File: src/rtl/win_dec_pkg.sv
package win_dec_pkg;

    // Default geometry of the decoder
    localparam int          ADDR_W_D   = 32;
    localparam int          FC_W_D     = 3;
    localparam int          OFS_W_D    = 13;
    localparam logic [31:0] CFG_ADDR_D = 32'h0003_FF00;
    localparam logic [2:0]  CPU_FC_D   = 3'b111;

    // Kind of access seen on the bus in the current cycle
    typedef enum logic [1:0] {
        ACC_NONE   = 2'd0,
        ACC_CFG_RD = 2'd1,
        ACC_CFG_WR = 2'd2,
        ACC_OTHER  = 2'd3
    } acc_kind_e;

    function automatic logic is_cfg(acc_kind_e k);
        return (k == ACC_CFG_RD) || (k == ACC_CFG_WR);
    endfunction

endpackage

File: src/rtl/win_cfg_decode.sv
module win_cfg_decode
    import win_dec_pkg::*;
#(
    parameter int              ADDR_W   = ADDR_W_D,
    parameter int              FC_W     = FC_W_D,
    parameter logic [ADDR_W-1:0] CFG_ADDR = CFG_ADDR_D,
    parameter logic [FC_W-1:0]   CPU_FC   = CPU_FC_D
) (
    input  logic [ADDR_W-1:0] addr,
    input  logic [FC_W-1:0]   fc,
    input  logic              stb,
    input  logic              wr,
    output acc_kind_e         kind,
    output logic              cpu_space
);
    logic at_cfg;

    always_comb begin
        cpu_space = (fc == CPU_FC);
        at_cfg    = (addr == CFG_ADDR);
        if (!stb)
            kind = ACC_NONE;
        else if (cpu_space && at_cfg)
            kind = wr ? ACC_CFG_WR : ACC_CFG_RD;
        else
            kind = ACC_OTHER;
    end
endmodule

File: src/rtl/win_base_reg.sv
module win_base_reg #(
    parameter int ADDR_W = 32,
    parameter int OFS_W  = 13,
    localparam int BASE_W = ADDR_W - OFS_W
) (
    input  logic              clk,
    input  logic              rst,
    input  logic              wr_en,
    input  logic [BASE_W-1:0] base_d,
    input  logic              valid_d,
    output logic [BASE_W-1:0] base_q,
    output logic              valid_q,
    output logic [ADDR_W-1:0] rd_word
);
    always_ff @(posedge clk) begin
        if (rst) begin
            base_q  <= '0;
            valid_q <= 1'b0;
        end else if (wr_en) begin
            base_q  <= base_d;
            valid_q <= valid_d;
        end
    end

    assign rd_word = {base_q, {(OFS_W-1){1'b0}}, valid_q};
endmodule

File: src/rtl/win_match.sv
module win_match #(
    parameter int ADDR_W = 32,
    parameter int OFS_W  = 13,
    localparam int BASE_W = ADDR_W - OFS_W
) (
    input  logic [ADDR_W-1:0] addr,
    input  logic [BASE_W-1:0] base,
    input  logic              enable,
    input  logic              qualify,
    output logic              hit,
    output logic [OFS_W-1:0]  offset
);
    always_comb begin
        hit    = enable && qualify && (addr[ADDR_W-1:OFS_W] == base);
        offset = hit ? addr[OFS_W-1:0] : '0;
    end
endmodule

File: src/rtl/win_decoder.sv
module win_decoder
    import win_dec_pkg::*;
#(
    parameter int                ADDR_W   = ADDR_W_D,
    parameter int                FC_W     = FC_W_D,
    parameter int                OFS_W    = OFS_W_D,
    parameter logic [ADDR_W-1:0] CFG_ADDR = CFG_ADDR_D,
    parameter logic [FC_W-1:0]   CPU_FC   = CPU_FC_D
) (
    input  logic              clk,
    input  logic              rst,
    input  logic [ADDR_W-1:0] bus_addr,
    input  logic [FC_W-1:0]   bus_fc,
    input  logic              bus_stb,
    input  logic              bus_wr,
    input  logic [ADDR_W-1:0] bus_wdata,
    output logic              cfg_sel,
    output logic [ADDR_W-1:0] cfg_rdata,
    output logic              win_hit,
    output logic [OFS_W-1:0]  win_offset
);
    localparam int BASE_W = ADDR_W - OFS_W;

    acc_kind_e         kind;
    logic              cpu_space;
    logic [BASE_W-1:0] base_q;
    logic              valid_q;
    logic [ADDR_W-1:0] rd_word;
    logic              wdata_unused;

    assign wdata_unused = ^bus_wdata[OFS_W-1:1];

    win_cfg_decode #(
        .ADDR_W(ADDR_W), .FC_W(FC_W), .CFG_ADDR(CFG_ADDR), .CPU_FC(CPU_FC)
    ) u_dec (
        .addr(bus_addr), .fc(bus_fc), .stb(bus_stb), .wr(bus_wr),
        .kind(kind), .cpu_space(cpu_space)
    );

    win_base_reg #(.ADDR_W(ADDR_W), .OFS_W(OFS_W)) u_reg (
        .clk(clk), .rst(rst),
        .wr_en(kind == ACC_CFG_WR),
        .base_d(bus_wdata[ADDR_W-1:OFS_W]),
        .valid_d(bus_wdata[0]),
        .base_q(base_q), .valid_q(valid_q), .rd_word(rd_word)
    );

    win_match #(.ADDR_W(ADDR_W), .OFS_W(OFS_W)) u_match (
        .addr(bus_addr), .base(base_q), .enable(valid_q),
        .qualify(bus_stb && !cpu_space),
        .hit(win_hit), .offset(win_offset)
    );

    assign cfg_sel   = is_cfg(kind);
    assign cfg_rdata = (kind == ACC_CFG_RD) ? rd_word : '0;
endmodule

File: config.mk
export PLATFORM = sky130hd
export DESIGN_NAME = win_decoder
export DESIGN_NICKNAME = d
export VERILOG_FILES = /design/src/rtl/win_dec_pkg.sv /design/src/rtl/win_cfg_decode.sv /design/src/rtl/win_base_reg.sv /design/src/rtl/win_match.sv /design/src/rtl/win_decoder.sv
export SDC_FILE = /design/constraint.sdc
export NUM_CORES = 1
export LEC_CHECK = 0
export BUFFER_PORTS_ARGS = -buffer_cell sky130_fd_sc_hd__buf_2
export CORE_MARGIN = 2
export CORE_UTILIZATION = 35
export CTS_CLUSTER_DIAMETER = 80
export CTS_CLUSTER_SIZE = 14
export DETAILED_ROUTE_END_ITERATION = 16
export PLACE_DENSITY = 0.77
export SLEW_MARGIN = 20
export SYNTH_ARGS = -nofsm -noshare
export SYNTH_HDL_FRONTEND = slang
export SYNTH_SLANG_ARGS = --single-unit
File: constraint.sdc
create_clock -name clk -period 2.6 [get_ports clk]
set_input_delay 0.26 -clock clk [delete_from_list [all_inputs] [get_ports clk]]
set_output_delay 0.26 -clock clk [all_outputs]
set_load 0.1 [all_outputs]
[After elaboration in Yosys (flattened, before gate mapping)]
Cells that the tools add are included.
Storage, ports and cells
  register bits: 20
  input port bits: 71
  output and inout bits: 47
  logic and storage cells: 18
Operators by class
  eq/ne operators: 5
  muxes and demuxes: 5
  reductions and logical operators: 6
Operators by type and width (number)
  equality test 32 x 18 -> 1 bit (second input constant): 1
  2-to-1 mux 32 bit: 1
  equality test 19 bit: 1
  2-to-1 mux 13 bit: 1
  2-to-1 mux 2 bit: 3
  logical AND 1 bit: 4
  equality test 3 bit (second input constant): 1
  equality test 2 x 1 -> 1 bit (second input constant): 1
  equality test 2 bit (second input constant): 1
  zero test 1 bit: 1
  logical OR 1 bit: 1

[Depth between registers and ports, before layout]
Gate-level depths: netlist of the first run.
  depth after elaboration: 6
  depth in mapped cells: 8
  depth with buffers taken out: 7

[Hierarchy]
Synthesis of the first run repeated with hierarchy kept, for this count alone.
Second synthesis, totals
  cells, all modules: 214
  area total of the unflattened synthesis: 1845.5 um2
By module, submodules not included
  win_base_reg: times used 1, cells each 97, area each 949.7 um2, sequential area each 400.4 um2
  win_match: times used 1, cells each 60, area each 475.5 um2, sequential area each 0.0 um2
  win_decoder: times used 1, cells each 41, area each 290.3 um2, sequential area each 0.0 um2
  win_cfg_decode: times used 1, cells each 16, area each 130.1 um2, sequential area each 0.0 um2

[Least setup slack after synthesis of the first run]
OpenSTA, ideal clock, no wires.
  kind: reg-to-output
  from: reg u_reg.base_q[2]
  to: out win_offset[10]
  arrival time: 3.282 ns
  data required time: 2.340 ns
  setup slack: -0.942 ns
  cell stages (with the launch flop): 7
  buffers on the path: 2
  cell sequence: dfxtp_1 > xnor2_1 > nand3_1 > or3_1 > clkbuf_1 > clkbuf_1 > nor3_1
Between the ends
  cells in the longest elaborated chain, start to end: 3
RTL lines
  from (decl): line win_base_reg.sv:11  | output logic [BASE_W-1:0] base_q,
  from (signal assigned): line win_base_reg.sv:20  | base_q <= base_d;
  equality test 19 bit: line win_match.sv:14  | hit = enable && qualify && (addr[ADDR_W-1:OFS_W] == base);
  logical AND 1 bit: line win_match.sv:14
  2-to-1 mux 13 bit: line win_match.sv:15  | offset = hit ? addr[OFS_W-1:0] : '0;
  to (decl): line win_decoder.sv:20  | output logic [OFS_W-1:0] win_offset
No other way between the ends.

[Final worst setup path of the first run]
  from: in bus_addr[25]
  to: out cfg_sel
Between the ends
  cells in the longest elaborated chain, start to end: 6
  elaborated cells on any way between the ends: 7
  classes of those cells: 3 x eq/ne; 2 x mux; 2 x reduce/logical
RTL lines
  from (decl): line win_decoder.sv:12  | input logic [ADDR_W-1:0] bus_addr,
  equality test 32 x 18 -> 1 bit *: line win_cfg_decode.sv:20  | at_cfg = (addr == CFG_ADDR);
  logical AND 1 bit *: line win_cfg_decode.sv:23  | else if (cpu_space && at_cfg)
  2-to-1 mux 2 bit *: line win_cfg_decode.sv:23
  2-to-1 mux 2 bit *: line win_cfg_decode.sv:21  | if (!stb)
  equality test 2 x 1 -> 1 bit / equality test 2 bit (equally long branches): line win_dec_pkg.sv:19  | return (k == ACC_CFG_RD) || (k == ACC_CFG_WR);
  logical OR 1 bit *: line win_dec_pkg.sv:19
  to (decl): line win_decoder.sv:17  | output logic cfg_sel,
Mark *: on every way between the ends. The rest lies on a longest branch, timed or not.

==> metrics.cfg, run 1 <==
[run_status]
outcome=complete, no violations

[power]
vdd_ir_drop_max_uv=271
p_sw_share_pct=36.3
p_sw_w=0.000327
p_per_area_nw_per_um2=326
power_frac_clock_pct=26.3
leakage_nw=1.32
internal_power_w=0.000574
total_power_w=0.000902
p_seq_share_pct=37.2
combPwrFrac_pct=36.5

[grt]
globalRoute.totalOverflow=0
antenna_found_initial=0
grt_first_pass_wirelength_um=6850
grt.total_usage_pct=19.6
grt_max_degree=21
grt_pass1_vias=1570

[die]
dieArea_um2=4600
row_count=23
start_util_pct=35.9
die_h_um=67.8
ios=118
die_w_um=67.8
core_um2=3970

[finish]
syn_to_final_growth_pct=93.8
ff_latch_area_um2=400
multi_input_area_um2=1060
fillers=309
n_antenna_cell=0
final_nets=351
drive_gt1_share_pct=53.8

[timing]
setup_viol=0
finalCritPeriodShare_pct=97.9
drv_slew=0
fin_worst_skew_ns=0
hold_viol=0
holdWs_ns=0.235
finalCriticalPeriod_ns=2.54
fmax_ghz=0.393
rsz0062_at_grt=true

[detailed_routing]
drc_errors=0
routed_wl_um=4420
num_vias=1535
antenna_left=0
drt_pre_antenna_iters=4
vias_per_cell=4.69
wire_per_inst_um=13.5
initialDrtViolationCount=13

[cts]
cts_tree=yes
clockBufferDepth=2
hold_buffers=0
clock_latency_ns=0.26
clkTransAtPathRegs_ns=0.07
cts.sinks=20
cts_root_buf=clkbuf_8
cts_buffers=3
ctsHtreeMaxLevel=1

[yosys]
syn_avg_cell_area_um2=8.10
yosysWarnings=0
synth_seq_cells=20
ys_seq_area_share_pct=28.1
ys_types=24
synth_cells=176
synth_top_area_share_pct=28.1
synthTopCellsByArea=dfxtp_1 28%, mux2i_1 14%, xor2_1 9.8%
netlist_area_um2=1430
synth_top_area_cell=dfxtp_1

[placement]
place_congestion=0.781
portBuffers=93
hpwl_um=3710

[critical_path]
path_max_fanout=3
required_ns=2.34
worstSetupPathType=input pin to output port
endpoint_kind=output port
cp-start-kind=input pin
cp.arrival_ns=2.28
reg2reg_slack_ns=1.94

[job]
cap_violations=0

[hold_path]
hold_path_class=input pin to flip-flop

==> metrics by stage <==
stage / setup slack, ns / util (%) / setup TNS [ns] / std cells / instance area (um2)
6_report: 0.0550 / 69.6 / 0 / 327 / 2760
5_1_grt: -0.0495 / 69.6 / -0.0498 / 327 / 2760
4_1_cts: -0.00968 / 68.7 / -0.127 / 327 / 2730
3_5_place_dp: -0.102 / 66.7 / -2.99 / 323 / 2650
3_3_place_gp: -0.0995 / 66.7 / -1.96 / 323 / 2650
2_1_floorplan: -0.726 / - / -3.29 / 187 / 1590
==> cell usage in the layout (no fill, tap or decap) <==
master and count:
nor3_4 8, o31ai_1 1, nor4_1 4, inv_2 1
xor2_1 16, buf_12 37, or3_1 1, nor2_1 20
nand3_2 1, nor3_1 5, ha_1 1, or3_4 1
or4b_1 1, or4_4 2, nor4b_1 1, buf_2 56
inv_1 14, mux2i_1 20, nand4_1 2, buf_4 12
xnor2_1 3, nor4_4 1, o31a_1 2, o31ai_2 1
nor2_2 1, and2_4 20, dfxtp_1 20, nand3_1 3
or4_1 2, conb_1 12, nor3_2 1, clkbuf_8 4
buf_6 2, ha_2 1
==> layout make-up <==
cell class | instances | area share (%)
timing repair buffer | 107 | 41.0
multi-input combinational | 131 | 38.2
sequential | 20 | 14.5
tap | 50 | 2.26
inverter | 15 | 2.04
clock buffer | 4 | 1.99
==> layer usage <==
metal	GRT usage, %	part of all wire, %
met1	22.3	36
met2	36.6	55
met3	4.93	7.8
met4	4.50	0.93
met5	0	0
==> critical path: stages <==
cell	delay, ns
buf_6	0.09
or4_4	0.54
nor4_4	0.29
nand3_2	0.13
buf_4	0.17
o31a_1	0.27
ha_1	0.29
inv_2	0.07
buf_12	0.17
==> flip-flops by register name, indices dropped and copies added, names as in the netlist <==
register,cells
u_reg.base_q,19
u_reg.valid_q,1
==> path summary, 6_finish.rpt <==
check | from | to | cells after the start
max | bus_addr[25] | cfg_sel | 9
min | bus_wdata[19] | u_reg.base_q[6]$_SDFFE_PP0N_ | 3
max reg2reg | u_reg.base_q[10]$_SDFFE_PP0N_ | u_reg.base_q[10]$_SDFFE_PP0N_ | 2
min reg2reg | u_reg.base_q[11]$_SDFFE_PP0N_ | u_reg.base_q[11]$_SDFFE_PP0N_ | 2
==> logic make-up after synthesis <==
kind of cell	after synthesis	synth area share, %
xor gates and xnor gates	19	11.7
AOI/OAI and AO/OA	4	2.28
muxes	20	14.0
and+or+nand+nor	74	29.3
DFF	20	28.1
adders and majority gates	2	1.75
other	1	0.263
buffers and inverters	36	12.6
==> synth_stat cells <==
cell type	instances
nor2_1	21
and2_1	20
dfxtp_1	20
mux2i_1	20
xor2_1	16
inv_1	15
nor3_1	14
buf_4	12
clkbuf_1	9
nor4_1	4
nand3_1	3
xnor2_1	3
ha_1	2
nand4_1	2
o31a_1	2
o31ai_1	2
or3_1	2
or4_1	2
or4_4	2
conb_1	1
nand3_2	1
nor4_2	1
nor4b_1	1
or4b_1	1
==> power by group through the flow <==
stage	logic, W	registers [W]	clock network [W]
4_1_cts	0.000326	0.000334	0.000243
6_report	0.000329	0.000336	0.000237
3_3_place_gp	0.000316	0.000341	0
2_1_floorplan	0.000220	0.000338	0
3_5_place_dp	0.000322	0.000341	0
5_1_grt	0.000351	0.000337	0.000260
==> what timing repair did <==
action / CTS / global route
endpoints found under the hold margin: 0 / 0
resized for setup: 8 / 19
buffers inserted: 0 / 0
pin swaps: 3 / 3
endpoints found under the setup margin: 21 / 21
Power figures use the tool's default switching activity.
==> run 2, diff against run 1 <==
--- a/config.mk
+++ b/config.mk
@@ -7,11 +7,12 @@
 export LEC_CHECK = 0
 export BUFFER_PORTS_ARGS = -buffer_cell sky130_fd_sc_hd__buf_2
 export CORE_MARGIN = 2
-export CORE_UTILIZATION = 35
+export CORE_UTILIZATION = 36
+export CTS_BUF_LIST = sky130_fd_sc_hd__clkbuf_8
 export CTS_CLUSTER_DIAMETER = 80
 export CTS_CLUSTER_SIZE = 14
 export DETAILED_ROUTE_END_ITERATION = 16
-export PLACE_DENSITY = 0.77
+export PLACE_DENSITY = 0.79
 export SLEW_MARGIN = 20
 export SYNTH_ARGS = -nofsm -noshare
 export SYNTH_HDL_FRONTEND = slang
==> run 2 against run 1 <==
Against the previous run:
- the flow now finishes with violations (setup timing)
- clock skew stayed put
- critical path depth stayed put
- cell count fell by 0.31%
- clock-buffer cell count is 1 lower
- highest routed layer unchanged
==> metrics.cfg, run 2 (synthesized netlist as in run 1, its figures left out) <==
[run_status]
outcome=complete, but fails checks
violations=setup timing

[critical_path]
required_ns=2.34  ; about the same
cp.arrival_ns=2.36  ; +0.08 ns
critPathBufInv=3  ; -1
endpoint_kind=output port
reg2reg_to=u_reg.base_q[13]$_SDFFE_PP0N_
path_max_fanout=5  ; +2
worstSetupPathType=input pin to output port
worstPathCellList=buf_6 > or4_4 > nor4_4 > nand3_2 > o31a_1 > ha_4 > clkbuf_16 > and2_4 > buf_12
reg2reg_slack_ns=1.93  ; about the same
path_delay_family=simple AND/OR/NAND/NOR gates
r2r_start=u_reg.base_q[13]$_SDFFE_PP0N_
critPathMaxStageDelay_ns=0.55  ; about the same
cp-start-kind=input pin
cp_slowest_cell=or4_4
r2r_cells=2  ; unchanged

[finish]
final_nets=352  ; +0.28%
n_antenna_cell=0  ; unchanged
fillers=272  ; -12%
regMostFlops=u_reg.base_q
final_core_util_pct=75.3  ; +5.7 points
syn_to_final_growth_pct=97.5
mostFrequentLayoutCells=55 x buf_2, 37 x buf_12
largest_reg_flops=19  ; unchanged
drive_gt1_share_pct=53.6  ; -0.19 points
final_cell_area_um2=2820  ; +1.9%
top_regs=u_reg.base_q x19, u_reg.valid_q x1
finalNonFillerCells=326  ; -0.31%
final_common_cell=buf_2

[detailed_routing]
drc_errors=0  ; unchanged
drt_pre_antenna_iters=4  ; unchanged
antenna_left=0  ; unchanged
vias_per_cell=4.74  ; +1.0%
initialDrtViolationCount=40  ; +27
routed_wl_um=4880  ; +10%
wire_per_inst_um=15.0  ; +11%
num_vias=1546  ; +0.72%

[hold_path]
holdPathEnd=u_reg.base_q[2]$_SDFFE_PP0N_
hold_path_class=input pin to flip-flop
hold_start=bus_wdata[15]
hold_path_depth=3  ; unchanged

[grt]
grt_max_degree=21  ; unchanged
globalRoute.totalOverflow=0  ; unchanged
grt_first_pass_wirelength_um=7250  ; +5.8%
antenna_found_initial=0  ; unchanged
grt_pass1_vias=1559  ; -0.70%
grt.total_usage_pct=21.8  ; +2.1 points

[timing]
hold_viol=0  ; unchanged
fin_worst_skew_ns=0  ; unchanged
rsz0062_at_grt=true
timing.final.ws_setup_ns=-0.0215  ; -0.0766 ns
setup_viol=15  ; +15
finalCritPeriodShare_pct=101  ; +2.9 points
fmax_ghz=0.381  ; -2.9%
finalCriticalPeriod_ns=2.62  ; +0.0766 ns
holdWs_ns=0.232  ; -0.00266 ns
drv_slew=0  ; unchanged

[power]
total_power_w=0.000989  ; +9.6%
p_per_area_nw_per_um2=351  ; +7.6%
vdd_ir_drop_max_uv=243  ; -10%
leakage_nw=1.34  ; +1.7%

[cts]
cts.sinks=20  ; unchanged
cts_buffers=3  ; unchanged
hold_buffers=0  ; unchanged
clock_latency_ns=0.25  ; about the same
cts_tree=yes
ctsHtreeMaxLevel=1  ; unchanged
cts_root_buf=clkbuf_8
clkTransAtPathRegs_ns=0.08  ; about the same
clockBufferDepth=2  ; unchanged

[placement]
place_congestion=0.730  ; -6.6%
dpl_cell_area_um2=2640  ; -0.38%
place_inst=320  ; -0.93%
portBuffers=93  ; unchanged
hpwl_um=3890  ; +4.8%

[die]
die_h_um=66.9  ; -1.3%
start_util_pct=38.1  ; +2.2 points
dieArea_um2=4480  ; -2.6%
ios=118  ; unchanged
core_um2=3740  ; -5.7%
row_count=22  ; -4.3%
die_w_um=66.9  ; -1.3%

[job]
cap_violations=0  ; unchanged

## run 2: layout make-up
cell class / count / area, um2 / area share, %
clock buffer: 3 / 41.3 / 1.47
clock inverter: 1 / 30.0 / 1.07
inverter: 15 / 56.3 / 2.00
multi-input combinational: 131 / 1060 / 37.7
sequential: 20 / 400 / 14.2
tap: 48 / 60.1 / 2.13
timing repair buffer: 108 / 1170 / 41.5
## run 2: worst max-delay path by stage
stage / startpoint / depth (start not counted) / to / slack (ns)
after floorplan: u_reg.base_q[2]$_SDFFE_PP0N_ / 5 / win_offset[0] / -0.73
after global placement: bus_addr[25] / 9 / cfg_rdata[29] / -0.09
after detailed placement: bus_addr[25] / 9 / cfg_rdata[31] / -0.13
after CTS: bus_addr[26] / 9 / cfg_rdata[27] / -0.06
after global routing: bus_addr[2] / 9 / cfg_rdata[24] / -0.11
final: bus_addr[2] / 9 / cfg_rdata[24] / -0.02
## run 2: tightest hold or removal path: stages
cell	delay [ns]
buf_2	0.08
mux2i_1	0.05
nor2_1	0.07
## run 2: through the flow
stage                     setup WS, ns  TNS (ns)
after floorplan                 -0.726     -3.29
after global placement         -0.0924     -1.79
after detailed placement        -0.128     -3.00
after CTS                      -0.0629     -1.01
after global routing            -0.113     -1.90
final                          -0.0215    -0.162
## run 2: routing by layer
metal	track usage, %	share of wire (%)	wire (um)	vias to the layer above
li1	-	-	-	765
met4	5.87	1.7	82	0
met1	23.6	37	1800	705
met3	4.22	6.7	327	8
met5	0	0	0	-
met2	42.3	55	2670	68
## run 2: report_power, final
group          internal, W  switching (W)  total, W
Sequential        0.000321      0.0000142  0.000336
Combinational     0.000125       0.000214  0.000339
Clock             0.000205       0.000109  0.000314
## run 2: timing repair
| action | 4_1_cts | 5_1_grt |
|---|---|---|
| pin swaps | 4 | 3 |
| setup endpoints to repair | 21 | 21 |
| gates cloned | 0 | 2 |
| endpoints found under the hold margin | 0 | 0 |
| gates resized for setup | 8 | 20 |
| setup buffers | 0 | 0 |
